==> src/rtl/sd_pkg.sv <==
package sd_pkg;

    localparam logic [1:0] SD_ZERO  = 2'b00;
    localparam logic [1:0] SD_PLUS  = 2'b01;
    localparam logic [1:0] SD_MINUS = 2'b10;

    // two-wire digit code to signed value; the unused code reads as zero
    function automatic logic signed [2:0] sd_dec(input logic [1:0] code);
        unique case (code)
            SD_PLUS:  return 3'sd1;
            SD_MINUS: return -3'sd1;
            default:  return 3'sd0;
        endcase
    endfunction

    // signed value in {-1,0,+1} to two-wire code
    function automatic logic [1:0] sd_enc(input logic signed [2:0] val);
        if (val == 3'sd1)
            return SD_PLUS;
        else if (val == -3'sd1)
            return SD_MINUS;
        return SD_ZERO;
    endfunction

    // packed five-level field, 3-bit two's complement, out-of-range as zero
    function automatic logic signed [2:0] lin_dec(input logic [2:0] field);
        logic signed [2:0] v;
        v = $signed(field);
        if (v > 3'sd2 || v < -3'sd2)
            return 3'sd0;
        return v;
    endfunction

endpackage

==> src/rtl/sd_linsum.sv <==
module sd_linsum #(
    parameter int NDIG = 8
) (
    input  logic                use_packed,
    input  logic [2*NDIG-1:0]   op_a,
    input  logic [2*NDIG-1:0]   op_b,
    input  logic [3*NDIG-1:0]   lin_in,
    output logic [3*NDIG-1:0]   z_flat
);
    import sd_pkg::*;

    for (genvar i = 0; i < NDIG; i++) begin : g_dig
        logic signed [2:0] pair_sum;
        always_comb begin
            pair_sum = sd_dec(op_a[2*i +: 2]) + sd_dec(op_b[2*i +: 2]);
            z_flat[3*i +: 3] = use_packed ? lin_dec(lin_in[3*i +: 3]) : pair_sum;
        end
    end

endmodule

==> src/rtl/sd_split.sv <==
module sd_split #(
    parameter int NDIG = 8
) (
    input  logic [3*NDIG-1:0]   z_flat,
    input  logic                pos_in,
    output logic [2*NDIG-1:0]   w_flat,
    output logic [2*NDIG-1:0]   c_flat,
    output logic                pos_top
);
    logic [NDIG:0] pos_vec;
    assign pos_vec[0] = pos_in;
    assign pos_top    = pos_vec[NDIG];

    for (genvar i = 0; i < NDIG; i++) begin : g_dig
        logic signed [2:0] z;
        logic signed [1:0] w;
        logic signed [1:0] c;
        assign z = $signed(z_flat[3*i +: 3]);
        assign pos_vec[i+1] = (z > 3'sd0);

        always_comb begin
            unique case (z)
                -3'sd2: begin w = 2'sd0;  c = -2'sd1; end
                -3'sd1: begin
                    w = pos_vec[i] ? -2'sd1 : 2'sd1;
                    c = pos_vec[i] ? 2'sd0  : -2'sd1;
                end
                3'sd1: begin
                    w = pos_vec[i] ? -2'sd1 : 2'sd1;
                    c = pos_vec[i] ? 2'sd1  : 2'sd0;
                end
                3'sd2:  begin w = 2'sd0;  c = 2'sd1;  end
                default: begin w = 2'sd0; c = 2'sd0;  end
            endcase
        end

        assign w_flat[2*i +: 2] = w;
        assign c_flat[2*i +: 2] = c;
    end

endmodule

==> src/rtl/sd_final.sv <==
module sd_final #(
    parameter int NDIG = 8
) (
    input  logic                clk,
    input  logic                rst,
    input  logic                bypass,
    input  logic [2*NDIG-1:0]   w_flat,
    input  logic [2*NDIG-1:0]   c_flat,
    input  logic [1:0]          c_in,
    output logic [2*NDIG-1:0]   sum_now,
    output logic [2*NDIG-1:0]   sum_out
);
    import sd_pkg::*;

    logic [2*NDIG-1:0] sum_q;

    for (genvar i = 0; i < NDIG; i++) begin : g_dig
        logic signed [2:0] c_low;
        logic signed [2:0] w_ext;
        if (i == 0) begin : g_lsb
            assign c_low = sd_dec(c_in);
        end else begin : g_up
            assign c_low = {c_flat[2*i-1], c_flat[2*i-2 +: 2]};
        end
        assign w_ext = {w_flat[2*i+1], w_flat[2*i +: 2]};
        assign sum_now[2*i +: 2] = sd_enc(w_ext + c_low);
    end

    always_ff @(posedge clk) begin
        if (rst)
            sum_q <= '0;
        else
            sum_q <= sum_now;
    end

    assign sum_out = bypass ? sum_now : sum_q;

endmodule

==> src/rtl/sd_add_stage.sv <==
module sd_add_stage #(
    parameter int NDIG = 8
) (
    input  logic                clk,
    input  logic                rst,
    input  logic                bypass,
    input  logic                use_packed,
    input  logic [2*NDIG-1:0]   op_a,
    input  logic [2*NDIG-1:0]   op_b,
    input  logic [3*NDIG-1:0]   lin_in,
    input  logic [1:0]          c_in,
    input  logic                pos_in,
    output logic [2*NDIG-1:0]   sum_out,
    output logic [1:0]          c_out,
    output logic                pos_out
);
    import sd_pkg::*;

    localparam int TOP = NDIG - 1;

    logic [3*NDIG-1:0] z_flat;
    logic [2*NDIG-1:0] w_flat;
    logic [2*NDIG-1:0] c_flat;
    logic [2*NDIG-1:0] sum_now;

    sd_linsum #(.NDIG(NDIG)) u_lin (
        .use_packed (use_packed),
        .op_a       (op_a),
        .op_b       (op_b),
        .lin_in     (lin_in),
        .z_flat     (z_flat)
    );

    sd_split #(.NDIG(NDIG)) u_split (
        .z_flat     (z_flat),
        .pos_in     (pos_in),
        .w_flat     (w_flat),
        .c_flat     (c_flat),
        .pos_top    (pos_out)
    );

    sd_final #(.NDIG(NDIG)) u_fin (
        .clk        (clk),
        .rst        (rst),
        .bypass     (bypass),
        .w_flat     (w_flat),
        .c_flat     (c_flat),
        .c_in       (c_in),
        .sum_now    (sum_now),
        .sum_out    (sum_out)
    );

    assign c_out = sd_enc({c_flat[2*TOP+1], c_flat[2*TOP +: 2]});

endmodule

==> config.mk <==
export PLATFORM = sky130hd
export DESIGN_NAME = sd_add_stage
export DESIGN_NICKNAME = d
export VERILOG_FILES = /design/src/rtl/sd_pkg.sv /design/src/rtl/sd_linsum.sv /design/src/rtl/sd_split.sv /design/src/rtl/sd_final.sv /design/src/rtl/sd_add_stage.sv
export SDC_FILE = /design/constraint.sdc
export NUM_CORES = 1
export LEC_CHECK = 0
export BUFFER_PORTS_ARGS = -buffer_cell sky130_fd_sc_hd__buf_2
export CELL_PAD_IN_SITES_DETAIL_PLACEMENT = 1
export CELL_PAD_IN_SITES_GLOBAL_PLACEMENT = 1
export CORE_MARGIN = 2
export CORE_UTILIZATION = 35
export DETAILED_ROUTE_END_ITERATION = 10
export GPL_TIMING_DRIVEN = 0
export PLACE_DENSITY = 0.81
export SLEW_MARGIN = 25
export SYNTH_ARGS = -nofsm -noshare
export SYNTH_HDL_FRONTEND = slang
export SYNTH_SLANG_ARGS = --single-unit
==> constraint.sdc <==
create_clock -name clk -period 3 [get_ports clk]
set_input_delay 0.15 -clock clk [delete_from_list [all_inputs] [get_ports clk]]
set_output_delay 0.15 -clock clk [all_outputs]
set_load 0.05 [all_outputs]
==> metrics.sh <==
WORST_SETUP_MARGIN_PS=-278.4
POSTSYNTHCELLCOUNT=406
GRT_USAGE=0.2308
WORSTPATHREQUIRED_PS=2850
SLEW_VIOLATIONS=0
DRT_ITER0_DRC=129
AREA.SEQUENTIAL_UM2=320.3
MULTI_INPUT_GATE_AREA_IN_THE_FINAL_LAYOUT_UM2=3252
NUM_IO_PINS=82
REG.LARGEST.LIST='u_fin.sum_q (16)'
INTERNAL_PORTION_OF_TOTAL_POWER_mW=1.073
ACHIEVABLE-FREQUENCY_MHz=305.0
DETAIL_ROUTE.WL_PER_CELL_UM=19.95
LARGEST-REGISTER='u_fin.sum_q'
NUMBER_OF_SYNTHESIZED_FLOPS_WITH_AN_ENABLE_PIN=0
GRT_SETUP_UNREPAIRED='yes'
CTS_MADE_BUFFERS=3
CRIT_ARRIVAL_PS=3130
DRT_WL_TOTAL_UM=12490
DRV.MAX_CAP_VIOLATION_COUNT=0
GRT_OVERFLOW=0
PIN_COUNT_OF_THE_BIGGEST_NET_ENTERING_GLOBAL_ROUTING=11
FP.COREAREA_UM2=8593
DRIVE_ABOVE_1_SHARE=0.5483
DP.CELLS=594
MAPPEDNETLISTAREA_UM2=3067
SYNTH_TOP_CELLS_BY_AREA='fa_1, ha_1, dfxtp_1, inv_1, nand2b_1'
POWER.SWITCHING_FRACTION=0.4687
TIMING.SETUP.CRITICAL_PATH_CLASS='input pin to output port'
CLK_PATH_BUF_DEPTH=2
ANTENNA_FOUND_INITIAL=0
WORSTPATHMAXFANOUT=3
SYNTH_TOP_CELL_AREA_SHARE=0.1501
FINALWORSTPATHREQUIREDPERIOD_PS=3278
DRC=0
ANTENNA_LEFT=0
FINALHOLDVIOLATIONS=0
CTS.CLK_SLEW.WORST_PATHS_PS=70
LAYOUT-AREA-OVERHEAD-VS-SYNTH_PCT=65.52
FINALNETCOUNT=638
YOSYSSEQAREASHARE=0.1044
COMBPWRFRAC=0.783
FINALWEIGHTEDCONGESTION=0.8286
POWER_DENSITY_nW_PER_UM2=397.8
GRT_FIRST_PASS_WIRELENGTH_UM=18220
PORT_BUFFERS=80
CORE.ROWCOUNT=34
NUM_VIAS=3411
SEQUENTIALPOWERSHARE=0.122
CLOCK_TREE_FROM_TRITONCTS='built'
YS.WARNINGS.COUNT=0
FINALCRITPERIODSHARE=1.093
FAILED_CHECKS='setup timing'
MAXSLEWHEADROOM=0.4455
CLOCKPOWERSHARE=0.096
START_KIND='input pin'
FILLER_CELL_COUNT=981
CTS-ROOT-BUF='clkbuf_8'
N_ANTENNA_CELL=0
YOSYS.CELL_TYPES.COUNT=40
AVGSYNTHCELLAREA_UM2=7.553
DETAILEDPLACEMENTHPWL_UM=7430
EFFECTIVE_UTILIZATION_AT_FLOORPLAN=0.3569
SYNTHDOMINANTAREACELLTYPE='fa_1'
CTS.HOLD.BUFFERS_ADDED=0
DIE_AREA_UM2=9527
WORST_SLACK_PLACED_PS=-492.8
FINALSETUPVIOLCOUNT=15
LARGEST_REGISTER_FF_COUNT=16
RUN_STATUS='finished with violations'
ROUTED_VIA_DENSITY=5.449
DETAIL_ROUTE.FIRST_PASS.ITERATIONS=4
VDD_IR_DROP_MAX_mV=0.4094
TRANSITION_TIME_AT_THE_PIN_WITH_THE_LEAST_SLEW_MARGIN_PS=831.8
FIN_SETUP_TNS_PS=-2690
HOLDCRITPATHCLASS='input pin to flip-flop'
H-TREE-DEPTH=1
FINISH.CELL_COUNT_WITHOUT_FILLERS=626
SYNTH.FF_LATCH_COUNT=16
DIE_HEIGHT_UM=97.61
POWER.SWITCHING_mW=0.9465
CHIPWIDTH_UM=97.61
SYNTHESIS.NETS=525
FINAL_CORE_UTILIZATION=0.5907
P_LEAK_nW=2.088
SYNTH-ASYNC-RESET-RATIO=0
GRT_PASS1_VIAS=3774
KIND_OF_END_POINT_OF_THE_CRITICAL_PATH='output port'
CLOCK_SINKS=16
SYNTH_FLOP_CELL='dfxtp_1'
## cell usage after synthesis, types with 8 or more instances
library cell and number:
ha_1 33, xnor2_1 9, nor2_1 37, inv_1 78, nor2b_1 8, a21oi_1 10, fa_1 23, nand2_1 35
a31oi_1 10, xor2_1 14, o22ai_1 23, nand2b_1 39, dfxtp_1 16
## critical path, cell delays in order
cell	delay, ps
buf_8	100
inv_4	50
ha_4	190
inv_4	50
ha_4	130
inv_2	50
fa_2	580
nand2b_1	100
a32oi_2	280
or2_4	190
o22ai_2	70
ha_2	180
fa_2	580
nand2b_4	160
o22ai_4	70
buf_6	170
## per-layer routing
metal  up-vias  part of all wire  track usage
li1       1552                 -            -
met1      1711              0.38       0.2586
met2       111              0.55       0.4493
met3        37             0.040      0.02806
met4         0             0.028      0.06944
met5         -                 0            0
## cell usage in the layout (no fill, tap or decap), drive strengths merged, types with 8 or more instances in the layout
| cell | Yosys | layout |
|---|---|---|
| a21oi | 10 | 10 |
| a31oi | 10 | 10 |
| buf | 9 | 117 |
| dfxtp | 16 | 16 |
| fa | 23 | 23 |
| ha | 33 | 33 |
| inv | 79 | 79 |
| nand2 | 36 | 36 |
| nand2b | 39 | 39 |
| nor2 | 37 | 37 |
| nor2b | 8 | 8 |
| o22ai | 23 | 23 |
| xnor2 | 9 | 9 |
| xor2 | 14 | 14 |
## path summary, 6_finish.rpt
| path | endpoint | slack (ps) | startpoint | cells past startpoint |
|---|---|---|---|---|
| worst min-delay path | u_fin.sum_q[1] | 300 | rst | 3 |
| worst max-delay path | sum_out[6] | -280 | op_b[2] | 16 |
## cells by family (layout without fill, tap and decap cells)
kind of cell,after synthesis,count (layout),share of synthesized area
fa+ha+maj,56,56,0.2848
flops,16,16,0.1044
simple gates,139,139,0.2285
compound gates,82,82,0.1905
xor+xnor,23,23,0.06569
buf+inv,90,202,0.1261
## cell type report
cell class / count / area share
tap: 108 / 0.02662
clock buffer: 4 / 0.01085
timing repair buffer: 108 / 0.1735
inverter: 79 / 0.06729
sequential: 16 / 0.06310
multi-input combinational: 300 / 0.6406
buffer: 11 / 0.01799
## what timing repair did
item | CTS | global route
setup endpoints to repair | 16 | 16
buffers inserted | 20 | 9
pin swaps | 68 | 35
resized for setup | 158 | 57
## power by group through the flow
stage / clock network (mW) / registers, mW / logic, mW
after floorplan: 0 / 0.247 / 0.827
after global placement: 0 / 0.248 / 1.04
after detailed placement: 0 / 0.249 / 1.08
after CTS: 0.199 / 0.244 / 1.39
after global routing: 0.203 / 0.247 / 1.69
final: 0.193 / 0.245 / 1.58
## metrics by stage
stage,cell area [µm²],power (mW),hold WS [ps]
floorplan,3347,1.074,331.4
global placement,3882,1.286,579.3
detailed placement,3884,1.329,594.8
CTS,4783,1.832,333.0
global route,5076,2.137,337.3
finish,5076,2.019,300.6
Note: power is estimated with default switching activity, not from simulation.
